## config.mk

```make
export PLATFORM = sky130hd
export DESIGN_NAME = shrot_unit
export DESIGN_NICKNAME = d
export VERILOG_FILES = /design/src/rtl/shr_pkg.sv /design/src/rtl/shr_lane.sv /design/src/rtl/shr_flags.sv /design/src/rtl/shr_merge.sv /design/src/rtl/shrot_unit.sv
export SDC_FILE = /design/constraint.sdc
export NUM_CORES = 1
export LEC_CHECK = 0
export BUFFER_PORTS_ARGS = -buffer_cell sky130_fd_sc_hd__buf_2
export CAP_MARGIN = 20
export CELL_PAD_IN_SITES_DETAIL_PLACEMENT = 0
export CELL_PAD_IN_SITES_GLOBAL_PLACEMENT = 2
export CORE_MARGIN = 4
export CORE_UTILIZATION = 26
export DETAILED_ROUTE_END_ITERATION = 7
export PLACE_DENSITY = 0.88
export SYNTH_ARGS = -nofsm -noshare
export SYNTH_HDL_FRONTEND = slang
export SYNTH_SLANG_ARGS = --single-unit
```

## constraint.sdc

```tcl
create_clock -name vclk -period 2.5
set_input_delay 0.25 -clock vclk [all_inputs]
set_output_delay 0.25 -clock vclk [all_outputs]
set_load 0.1 [all_outputs]
```

## src/rtl/shr_pkg.sv

```systemverilog
package shr_pkg;

    typedef enum logic [3:0] {
        OP_LSL  = 4'd0,
        OP_LSR  = 4'd1,
        OP_ASL  = 4'd2,
        OP_ASR  = 4'd3,
        OP_ROL  = 4'd4,
        OP_ROR  = 4'd5,
        OP_RCL  = 4'd6,
        OP_RCR  = 4'd7,
        OP_NOT  = 4'd8
    } shr_op_e;

    typedef enum logic [1:0] {
        LANE_B = 2'd0,
        LANE_W = 2'd1,
        LANE_L = 2'd2
    } shr_lane_e;

    typedef struct packed {
        logic c;
        logic v;
        logic n;
        logic z;
    } shr_flags_t;

    // Map the size code to a lane; codes 2 and 3 both select the widest lane.
    function automatic shr_lane_e size_to_lane(input logic [1:0] size);
        case (size)
            2'd0:    return LANE_B;
            2'd1:    return LANE_W;
            default: return LANE_L;
        endcase
    endfunction

    function automatic logic is_left_shift(input shr_op_e op);
        return (op == OP_LSL) || (op == OP_ASL);
    endfunction

endpackage

```

## src/rtl/shr_lane.sv

```systemverilog
module shr_lane
    import shr_pkg::*;
#(
    parameter int W = 8
) (
    input  shr_op_e        op,
    input  logic           dist2,
    input  logic [W-1:0]   x,
    input  logic           cin,
    output logic [W-1:0]   res,
    output logic           c,
    output logic           v
);

    logic [W-1:0] left_r, lsr_r, asr_r, rol_r, ror_r, rcl_r, rcr_r;
    logic         left_c, right_c, rcl_c;
    logic         asl_v;

    // One- and two-position variants are each a single rewiring of x.
    always_comb begin
        if (!dist2) begin
            left_r  = {x[W-2:0], 1'b0};
            lsr_r   = {1'b0, x[W-1:1]};
            asr_r   = {x[W-1], x[W-1:1]};
            rol_r   = {x[W-2:0], x[W-1]};
            ror_r   = {x[0], x[W-1:1]};
            rcl_r   = {x[W-2:0], cin};
            rcr_r   = {cin, x[W-1:1]};
            left_c  = x[W-1];
            right_c = x[0];
            rcl_c   = x[W-1];
            asl_v   = x[W-1] ^ x[W-2];
        end else begin
            left_r  = {x[W-3:0], 2'b00};
            lsr_r   = {2'b00, x[W-1:2]};
            asr_r   = {{2{x[W-1]}}, x[W-1:2]};
            rol_r   = {x[W-3:0], x[W-1:W-2]};
            ror_r   = {x[1:0], x[W-1:2]};
            rcl_r   = {x[W-3:0], cin, x[W-1]};
            rcr_r   = {x[0], cin, x[W-1:2]};
            left_c  = x[W-2];
            right_c = x[1];
            rcl_c   = x[W-2];
            asl_v   = (x[W-1] ^ x[W-3]) | (x[W-2] ^ x[W-3]);
        end
    end

    always_comb begin
        res = x;
        c   = cin;
        v   = 1'b0;
        case (op)
            OP_LSL: begin res = left_r; c = left_c;              end
            OP_ASL: begin res = left_r; c = left_c; v = asl_v;   end
            OP_LSR: begin res = lsr_r;  c = right_c;             end
            OP_ASR: begin res = asr_r;  c = right_c;             end
            OP_ROL: begin res = rol_r;  c = left_c;              end
            OP_ROR: begin res = ror_r;  c = right_c;             end
            OP_RCL: begin res = rcl_r;  c = rcl_c;               end
            OP_RCR: begin res = rcr_r;  c = right_c;             end
            OP_NOT: begin res = ~x;                              end
            default: ;
        endcase
    end

    always_comb begin
        if (op != OP_ASL) begin
            AST_V_ONLY_ASL: assert (v == 1'b0) else $error("V set outside ASL");
        end
        if (op == OP_LSR) begin
            AST_LSR_TOP_ZERO: assert (res[W-1] == 1'b0) else $error("LSR top bit");
        end
        if (op == OP_ASR) begin
            AST_ASR_SIGN: assert (res[W-1] == x[W-1]) else $error("ASR sign");
        end
        if (op == OP_ROL) begin
            AST_ROL_CARRY: assert (c == res[0]) else $error("ROL carry");
        end
        if (op == OP_ROR) begin
            AST_ROR_CARRY: assert (c == res[W-1]) else $error("ROR carry");
        end
        if (op == OP_NOT) begin
            AST_NOT_CARRY: assert (c == cin) else $error("NOT carry");
        end
        if (is_left_shift(op)) begin
            AST_LEFT_LSB_ZERO: assert (res[0] == 1'b0) else $error("left fill");
        end
    end

endmodule

```

## src/rtl/shr_flags.sv

```systemverilog
module shr_flags
    import shr_pkg::*;
#(
    parameter int DATA_W    = 32,
    parameter int BASE_W    = 8,
    parameter int NUM_LANES = 3
) (
    input  logic [DATA_W-1:0] res_lane,
    input  shr_lane_e         lane_sel,
    input  logic              c_in,
    input  logic              v_in,
    output shr_flags_t        flags
);

    always_comb begin
        flags.c = c_in;
        flags.v = v_in;
        flags.n = 1'b0;
        for (int i = 0; i < NUM_LANES; i++) begin
            if (lane_sel == shr_lane_e'(i))
                flags.n = res_lane[(BASE_W << i) - 1];
        end
        // res_lane is zero above the selected width.
        flags.z = (res_lane == '0);
    end

endmodule

```

## src/rtl/shr_merge.sv

```systemverilog
module shr_merge #(
    parameter int DATA_W = 32
) (
    input  logic [DATA_W-1:0] operand,
    input  logic [DATA_W-1:0] lane_res,
    input  logic [DATA_W-1:0] lane_mask,
    output logic [DATA_W-1:0] result
);

    always_comb begin
        result = (operand & ~lane_mask) | (lane_res & lane_mask);
    end

endmodule

```

## src/rtl/shrot_unit.sv

```systemverilog
module shrot_unit
    import shr_pkg::*;
#(
    parameter int DATA_W = 32,
    parameter int BASE_W = 8
) (
    input  logic [3:0]        op_i,
    input  logic [1:0]        size_i,
    input  logic              dist2_i,
    input  logic [DATA_W-1:0] operand_i,
    input  logic              carry_i,
    output logic [DATA_W-1:0] result_o,
    output logic              c_o,
    output logic              v_o,
    output logic              n_o,
    output logic              z_o
);

    localparam int NUM_LANES = 3;
    typedef logic [DATA_W-1:0] word_t;

    shr_op_e    op;
    shr_lane_e  lane_sel;
    word_t      lane_res  [NUM_LANES];
    word_t      lane_mask [NUM_LANES];
    logic       lane_c    [NUM_LANES];
    logic       lane_v    [NUM_LANES];
    word_t      sel_res, sel_mask;
    logic       sel_c, sel_v;
    shr_flags_t flags;

    assign op       = shr_op_e'(op_i);
    assign lane_sel = size_to_lane(size_i);

    for (genvar g = 0; g < NUM_LANES; g++) begin : g_lane
        localparam int LW = BASE_W << g;
        logic [LW-1:0] lr;
        shr_lane #(.W(LW)) u_lane (
            .op    (op),
            .dist2 (dist2_i),
            .x     (operand_i[LW-1:0]),
            .cin   (carry_i),
            .res   (lr),
            .c     (lane_c[g]),
            .v     (lane_v[g])
        );
        assign lane_res[g]  = word_t'(lr);
        assign lane_mask[g] = word_t'({LW{1'b1}});
    end

    always_comb begin
        sel_res  = lane_res[0];
        sel_mask = lane_mask[0];
        sel_c    = lane_c[0];
        sel_v    = lane_v[0];
        for (int i = 1; i < NUM_LANES; i++) begin
            if (lane_sel == shr_lane_e'(i)) begin
                sel_res  = lane_res[i];
                sel_mask = lane_mask[i];
                sel_c    = lane_c[i];
                sel_v    = lane_v[i];
            end
        end
    end

    shr_flags #(.DATA_W(DATA_W), .BASE_W(BASE_W), .NUM_LANES(NUM_LANES)) u_flags (
        .res_lane (sel_res),
        .lane_sel (lane_sel),
        .c_in     (sel_c),
        .v_in     (sel_v),
        .flags    (flags)
    );

    shr_merge #(.DATA_W(DATA_W)) u_merge (
        .operand   (operand_i),
        .lane_res  (sel_res),
        .lane_mask (sel_mask),
        .result    (result_o)
    );

    assign c_o = flags.c;
    assign v_o = flags.v;
    assign n_o = flags.n;
    assign z_o = flags.z;

    always_comb begin
        if (lane_sel == LANE_B) begin
            AST_UPPER_KEEP: assert (result_o[DATA_W-1:BASE_W] == operand_i[DATA_W-1:BASE_W])
                else $error("upper bits altered");
        end
        AST_Z_MATCH: assert (z_o == ((result_o & sel_mask) == '0)) else $error("Z flag");
        if (op_i > 4'd8) begin
            AST_UNDEF_PASS: assert (result_o == operand_i && c_o == carry_i) else $error("undef op");
        end
    end

endmodule

```

### Word level (Yosys, flattened, before mapping)

Index checks and enable logic that the tools add are counted.

| word-level totals | value |
|---|---|
| register bits after elaboration | 0 |
| output and inout bits | 36 |
| word-level logic and storage cells | 86 |
| bits of input ports | 40 |

| operators by class | value |
|---|---|
| eq/ne operators | 11 |
| reduce and logical (&&, ||, !) cells | 7 |
| mux-type cells | 49 |
| bitwise operators | 19 |

Operators with widths:

| kind | number |
|---|---|
| $pmux 32 s8 | 1 |
| $mux 32 | 7 |
| $pmux 16 s8 | 1 |
| $mux 16 | 7 |
| $and 32x32->32 | 2 |
| $not 32->32 | 2 |
| $pmux 8 s8 | 1 |
| $mux 8 | 5 |
| $logic_not 32->1 | 1 |
| $or 32x32->32 | 1 |
| $mux 31 | 1 |
| $mux 30 | 1 |
| $mux 1 | 17 |
| $eq 4x3->1 const B | 4 |
| $not 16->16 | 1 |
| $mux 15 | 1 |
| $mux 14 | 1 |
| $xor 1x1->1 | 9 |
| $eq 4x2->1 const B | 2 |
| $not 8->8 | 1 |
| $reduce_or 4->1 | 2 |
| $mux 7 | 1 |
| $mux 6 | 1 |
| $pmux 1 s2 | 3 |
| other kinds (9) | 13 |

### Logic depth before layout (Yosys ltp)

Gate-level depths: netlist of the first run.

| depth | value |
|---|---|
| depth after elaboration | 8 |
| mapped depth | 12 |
| depth with buffers taken out | 7 |

### By module

Synthesis of the first run repeated with hierarchy kept, for this count alone.

| unflattened totals | value |
|---|---|
| cell total of the unflattened synthesis | 478 |
| area total of the unflattened synthesis | 4,236.6 µm² |

By module, submodules not included:

| module | seq. area each (µm²) | area an instance (µm²) | instances | cells each |
|---|---|---|---|---|
| shr_lane at g_lane[2].u_lane | 0.0 | 1,684.1 | 1 | 183 |
| shr_lane at g_lane[1].u_lane | 0.0 | 944.7 | 1 | 106 |
| shr_lane at g_lane[0].u_lane | 0.0 | 579.3 | 1 | 76 |
| shr_merge | 0.0 | 480.5 | 1 | 32 |
| shrot_unit | 0.0 | 434.2 | 1 | 65 |
| shr_flags | 0.0 | 113.9 | 1 | 16 |

### Worst setup path after synthesis of the first run

Ideal clock, no wire load.

| path | value |
|---|---|
| kind | input to output |
| start | input port dist2_i |
| end | output port z_o |
| buffers on the path | 5 |
| data required time | 2.250 ns |
| arrival time | 4.778 ns |
| stages on the path | 11 |
| slack | -2.528 ns |
| path through | buf_6 -> buf_6 -> buf_2 -> clkbuf_1 -> buf_1 -> mux2i_1 -> nor3_1 -> a21oi_1 -> o211ai_1 -> nand3b_1 -> nor4_2 |

| on the way | value |
|---|---|
| cells in the longest elaborated chain, start to end | 5 |
| elaborated cells between the ends (all ways) | 27 |
| those cells by class | mux (26); reduce/logical (1) |

Ends and longest elaborated chain:

| item | line | RTL |
|---|---|---|
| start, declared | shrot_unit.sv:9 | `input logic dist2_i,` |
| $mux 8, or another cell as far along | shr_lane.sv:21 | `if (!dist2) begin` |
| $pmux 8 s8 or $pmux 16 s8 (tied branches) | shr_lane.sv:52 | `case (op)` |
| $mux 16 | shrot_unit.sv:57 | `if (lane_sel == shr_lane_e'(i)) begin` |
| $mux 32 * | shrot_unit.sv:57 |  |
| $logic_not 32->1 * | shr_flags.sv:24 | `flags.z = (res_lane == '0);` |
| end, declared | shrot_unit.sv:16 | `output logic z_o` |

Mark *: on every way between the ends. The rest lies on a longest branch, timed or not.

### Final worst setup path of the first run

| path | value |
|---|---|
| start | input port op_i[1] |
| end | output port z_o |

| on the way | value |
|---|---|
| cells in the longest elaborated chain, start to end | 6 |
| elaborated cells between the ends (all ways) | 16 |
| those cells by class | eq/ne (8); mux (5); reduce/logical (3) |

Ends and longest elaborated chain:

| item | line | RTL |
|---|---|---|
| start, declared | shrot_unit.sv:7 | `input logic [3:0] op_i,` |
| $eq 4x2->1 or $logic_not 4->1 (tied branches) | n/a |  |
| $reduce_or 2->1 (no line) | n/a |  |
| $pmux 8 s8 or $pmux 16 s8 (tied branches) | shr_lane.sv:52 |  |
| $mux 16 | shrot_unit.sv:57 |  |
| $mux 32 * | shrot_unit.sv:57 |  |
| $logic_not 32->1 * | shr_flags.sv:24 |  |

Marked as above.

==> results of run 1 <==
layout make-up:
type	count	area, sq um
Inverter	7	26.28
Fill cell	909	4612
Tap cell	129	161.4
Multi-Input combinational cell	327	2480
Timing Repair Buffer	222	2004
placed cells by master, fill, tap and decap left out, types with 3 or more instances in the layout:
cell type,synthesis,layout
sky130_fd_sc_hd__nor2b_1,9,9
sky130_fd_sc_hd__o21ai_0,24,15
sky130_fd_sc_hd__nand3_1,16,16
sky130_fd_sc_hd__nand2_1,43,39
sky130_fd_sc_hd__mux2_2,7,7
sky130_fd_sc_hd__buf_12,0,31
sky130_fd_sc_hd__mux4_2,10,10
sky130_fd_sc_hd__buf_6,6,8
sky130_fd_sc_hd__a21o_1,6,6
sky130_fd_sc_hd__mux2i_1,12,12
sky130_fd_sc_hd__nand2b_1,12,11
sky130_fd_sc_hd__buf_4,0,138
sky130_fd_sc_hd__nand2_2,0,3
sky130_fd_sc_hd__a21oi_2,0,15
sky130_fd_sc_hd__a31oi_1,4,4
sky130_fd_sc_hd__a211oi_1,6,6
sky130_fd_sc_hd__and3_1,5,4
sky130_fd_sc_hd__buf_8,0,3
sky130_fd_sc_hd__a21oi_1,39,24
sky130_fd_sc_hd__nor3_4,1,3
sky130_fd_sc_hd__nor3_1,8,6
sky130_fd_sc_hd__a211o_1,3,3
sky130_fd_sc_hd__inv_1,7,6
sky130_fd_sc_hd__xnor2_1,18,17
sky130_fd_sc_hd__nor2_2,0,5
sky130_fd_sc_hd__nor2_1,32,27
sky130_fd_sc_hd__a221oi_1,5,4
sky130_fd_sc_hd__buf_2,11,41
sky130_fd_sc_hd__o21ai_1,0,7
sky130_fd_sc_hd__or3_1,6,5
sky130_fd_sc_hd__o211ai_1,4,4
sky130_fd_sc_hd__o22ai_1,4,4
path summary, 6_finish.rpt:
kind            to  slack (ns)  depth (start not counted)
max            z_o       -0.52                         10
min   result_o[18]        0.98                          4
metal layers:
metal | vias to the layer above | GRT usage | wire length [um]
li1 | 1775 | - | -
met1 | 1714 | 0.2693 | 5157
met2 | 142 | 0.3352 | 5534
met3 | 25 | 0.02064 | 770
met4 | 0 | 0.04903 | 244
met5 | - | 0 | 0
per-stage QoR:
| stage | setup WS [ns] | TNS, ns |
|---|---|---|
| final | -0.5158 | -0.5515 |
| after floorplan | -1.409 | -2.559 |
| after global placement | -0.7125 | -1.670 |
| after global routing | -0.5793 | -0.7876 |
| after CTS | -0.4377 | -0.4377 |
| after detailed placement | -0.7679 | -1.652 |
power groups by stage:
| stage | Sequential [mW] | Combinational (mW) | Clock [mW] |
|---|---|---|---|
| 2_1_floorplan | 0 | 0.877 | 0 |
| 3_3_place_gp | 0 | 1.43 | 0 |
| 3_5_place_dp | 0 | 1.44 | 0 |
| 4_1_cts | 0 | 1.48 | 0 |
| 5_1_grt | 0 | 1.57 | 0 |
| 6_report | 0 | 1.50 | 0 |
cell families (layout without fill, tap and decap cells):
logic type,count (synthesis),after routing,share of synthesized area
AO/OA/AOI/OAI,128,128,0.3430
AND/OR/NAND/NOR,148,148,0.3014
multiplexers,31,31,0.1821
XOR/XNOR,20,20,0.07021
buffers and inverters,53,229,0.1033
repair_timing:
item | 4_1_cts | 5_1_grt
setup endpoints to repair | 7 | 6
pin swaps | 8 | 9
hold endpoints to repair | 0 | 0
buffers inserted | 8 | 4
gates resized for setup | 32 | 18
==> run summary, run 1 <==
run status - complete, but fails checks
violated checks - negative setup slack
post-layout instance count excluding filler cells - 685
Final Slew Violations - 0
router iterations before antenna repair - 6
number of placement rows - 35
GRT Util Overall - 0.1980
standard cell area after detailed placement - 4423 sq um
most repeated library cell on the critical path - sky130_fd_sc_hd__buf_6
Via Count - 3656
commonest cells in the synthesized netlist - 43 x sky130_fd_sc_hd__nand2_1, 39 x sky130_fd_sc_hd__a21oi_1, 32 x sky130_fd_sc_hd__nor2_1
core occupancy in the finished layout - 0.5032
post-route fraction of the period consumed by the critical path - 1.206
quantity of I/O buffers inserted on ports - 76
net switching power - 0.8957 mW
HP Class - in -> out
Seq/Total Area, Yosys - 0
number of distinct library cell variants in the gate-level netlist after synthesis - 60
largest fanout on the critical path - 5
net count after synthesis - 420
total power per unit cell area - 321.3 nW/um^2
most frequently used cell type in the post-synthesis netlist - sky130_fd_sc_hd__nand2_1
number of setup violations in the final report - 2
Via density - 5.337
First DRT Iteration DRCs - 424
area inside the core boundary - 9284 sq um
chip width - 106.0 um
kind of capture point of the worst setup path - primary output
Leakage - 2.047 nW
antenna violations before repair - 0
relative contribution of combinational cells to total power - 1.000
largest net degree at the start of global routing - 36
DRC viols - 0
post-route cell area - 4672 sq um
part of the total power dissipated in sequential elements - 0
IO Pins - 76
Seq cells - 0
sequence of cells on the critical path - buf_6, nor3_4, buf_6, buf_4, xnor2_1, a32oi_4, or4_4, or4b_4, nor4_4, buf_12
total wire length - 11.71 mm
unrepaired setup endpoints after global routing - true
CP Class - in -> out
ranking of synthesized cells by area - sky130_fd_sc_hd__mux4_2 9.0%, sky130_fd_sc_hd__a21oi_1 7.8%, sky130_fd_sc_hd__nand2_1 6.5%
mean cell area of the mapped netlist - 6.566 sq um
CTS Hold Buffers Added - 0
required time of the worst setup path - 2.25 ns
Min-Delay Startpoint - operand_i[18]
largest voltage drop on the vdd net - 195.0 uV
CLK BUF - 0
Initial Utilization - 0.2687
clock share of power - 0
post-synth top area share - 0.09027
nets@finish - 598
post-synthesis instance area - 2495 sq um
worst path arrival time - 2.77 ns
Rel. slew slack - 0.6764
standard cell with the maximum stage delay on the critical path - sky130_fd_sc_hd__or4b_4
ant diodes - 0
Startpoint Class - input port
number of nets still failing antenna checks after routing - 0
switching part of the total - 0.5966
relative area change from synthesis to final layout - 87.26%
slowest stage delay, CP - 0.56 ns
wire length of the first global-routing pass - 18.45 mm
height of the chip - 106.0 um
crit path time final - 3.016 ns
CP startpoint - op_i[1]
share of final-layout standard cells stronger than drive strength 1 - 0.5306
Ys Warns - 0
buffers plus inverters on the worst setup path - 4
number of max-cap violations - 0
dominant delay contributor by cell family on the critical path - simple AND/OR/NAND/NOR gates
DP HPWL - 9.254 mm
global route overflow - 0
actual slew at the worst max-slew pin - 0.4803 ns
area of the die - 11230 sq um
maximum clock frequency - 0.3316 GHz
internal power contribution - 0.6055 mW
least setup slack across all paths after layout - -0.5158 ns
number of standard cells after synthesis - 380
biggest area consumer among synthesized cells - sky130_fd_sc_hd__mux4_2
Placed Instances - 673
total count of hold-check failures in the final report - 0
Storage cell area - 0 sq um
overall power after layout - 1.501 mW
routability congestion estimate - 1.032
vias in the first global route - 3678
wire per inst - 17.09 um
worst hold slack - 0.9751 ns
Power figures use the tool's default switching activity.
==> inputs of run 2 (changes only) <==
--- a/config.mk
+++ b/config.mk
@@ -7,12 +7,10 @@
 export LEC_CHECK = 0
 export BUFFER_PORTS_ARGS = -buffer_cell sky130_fd_sc_hd__buf_2
 export CAP_MARGIN = 20
-export CELL_PAD_IN_SITES_DETAIL_PLACEMENT = 0
-export CELL_PAD_IN_SITES_GLOBAL_PLACEMENT = 2
 export CORE_MARGIN = 4
-export CORE_UTILIZATION = 26
+export CORE_UTILIZATION = 44
 export DETAILED_ROUTE_END_ITERATION = 7
-export PLACE_DENSITY = 0.88
+export PLACE_DENSITY = 0.8
 export SYNTH_ARGS = -nofsm -noshare
 export SYNTH_HDL_FRONTEND = slang
 export SYNTH_SLANG_ARGS = --single-unit
==> run 2 against run 1 <==
  * The run ends with design-rule violations, negative setup slack left
  * Combinational power rose by 5%
  * Non-clock buffer count decreased by 10
  * Largest cell class unchanged
  * Critical path type unchanged
  * Worst setup slack worse by 0.093 ns
==> run summary, run 2 (synthesis results as in run 1) <==
largest voltage drop on the vdd net - 283.9 uV
Post-Place Setup Slack - -0.8183 ns
wire per inst - 26.17 um
number of max-cap violations - 0
area of the die - 6939 sq um
global route overflow - 0
hold worst-path end - result_o[27]
height of the chip - 83.30 um
CTS Hold Buffers Added - 0
worst path arrival time - 2.86 ns
total count of hold-check failures in the final report - 0
crit path time final - 3.109 ns
First DRT Iteration DRCs - 1222
DRC viols - 97
largest net degree at the start of global routing - 31
area inside the core boundary - 5507 sq um
final-layout fill cell count - 271
violated checks - design-rule violations, negative setup slack
Rel. slew slack - 0.6194
number of placement rows - 27
number of nets still failing antenna checks after routing - 0
total power per unit cell area - 344.7 nW/um^2
Min-Delay Startpoint - operand_i[27]
antenna violations before repair - 0
chip width - 83.30 um
worst hold slack - 0.9709 ns
Initial Utilization - 0.4531
Via density - 7.429
Setup Total Neg Slack - -1.129 ns
GRT Util Overall - 0.3985
leading cell types in the layout, fill and taps excluded - 129 x sky130_fd_sc_hd__buf_4, 45 x sky130_fd_sc_hd__buf_2, 40 x sky130_fd_sc_hd__nand2_1
quantity of I/O buffers inserted on ports - 76
post-route cell area - 4584 sq um
Startpoint Class - input port
vias in the first global route - 4490
Final Slew Violations - 0
number of setup violations in the final report - 6
most common cell after layout, fill and taps aside - sky130_fd_sc_hd__buf_4
total wire length - 16.17 mm
routability congestion estimate - 1.128
kind of capture point of the worst setup path - primary output
relative area change from synthesis to final layout - 83.75%
share of final-layout standard cells stronger than drive strength 1 - 0.5458
least setup slack across all paths after layout - -0.6091 ns
run status - complete, but fails checks
router iterations before antenna repair - 8
Leakage - 2.001 nW
Placed Instances - 610
unrepaired setup endpoints after global routing - true
standard cell area after detailed placement - 4237 sq um
Storage cell area - 0 sq um
post-route fraction of the period consumed by the critical path - 1.244
ant diodes - 0
DP HPWL - 9.800 mm
CP Class - in -> out
largest fanout on the critical path - 4
HP Class - in -> out
required time of the worst setup path - 2.25 ns
Via Count - 4591
nets@finish - 588
maximum clock frequency - 0.3216 GHz
instance count along the most critical hold path - 4
actual slew at the worst max-slew pin - 0.5637 ns
CLK BUF - 0
IO Pins - 76
Seq cells - 0
area of the multi-input gates - 2586 sq um
wire length of the first global-routing pass - 22.93 mm
post-layout instance count excluding filler cells - 618
run 2: critical path, stage by stage:
cell and delay, ns:
sky130_fd_sc_hd__buf_8 0.11, sky130_fd_sc_hd__nor3_4 0.33, sky130_fd_sc_hd__buf_6 0.17, sky130_fd_sc_hd__a21oi_2 0.05, sky130_fd_sc_hd__o221a_2 0.28, sky130_fd_sc_hd__or4_4 0.55, sky130_fd_sc_hd__or4b_4 0.56, sky130_fd_sc_hd__nor4_4 0.34
sky130_fd_sc_hd__buf_12 0.22
run 2: cell type report:
type                            instances  share of cell area
Multi-Input combinational cell        327              0.5641
Tap cell                               72             0.01965
Inverter                                7            0.005731
Timing Repair Buffer                  212              0.4105
run 2: how the worst max path moves through the flow:
stage | from | endpoint | cells after the start | slack (ns)
5_1_grt | dist2_i | z_o | 11 | -0.65
6_report | op_i[0] | z_o | 9 | -0.61
2_1_floorplan | op_i[0] | z_o | 10 | -1.41
4_1_cts | op_i[2] | z_o | 9 | -0.43
3_5_place_dp | dist2_i | z_o | 10 | -0.82
3_3_place_gp | dist2_i | z_o | 9 | -0.71
run 2: per-layer routing:
| layer | track usage | routed length (um) |
|---|---|---|
| met2 | 0.6137 | 6516 |
| met1 | 0.4747 | 5266 |
| met4 | 0.2764 | 1785 |
| met5 | 0 | 0 |
| met3 | 0.1121 | 2603 |
run 2: through the flow:
stage,util,total power [mW]
after detailed placement,0.7694,1.408
after global placement,0.7694,1.366
after CTS,0.8078,1.459
after floorplan,-,0.8773
final,0.8325,1.580
after global routing,0.8325,1.616
run 2: timing repair:
item / in CTS / in global routing
resized for setup: 45 / 30
pin swaps: 13 / 13
setup endpoints to repair: 13 / 11
buffers inserted: 6 / 2
run 2: power by group:
group / switching (mW) / internal (mW) / total, mW
clock: 0 / 0 / 0
combinational: 0.988 / 0.593 / 1.58
sequential: 0 / 0 / 0
total: 0.988 / 0.593 / 1.58
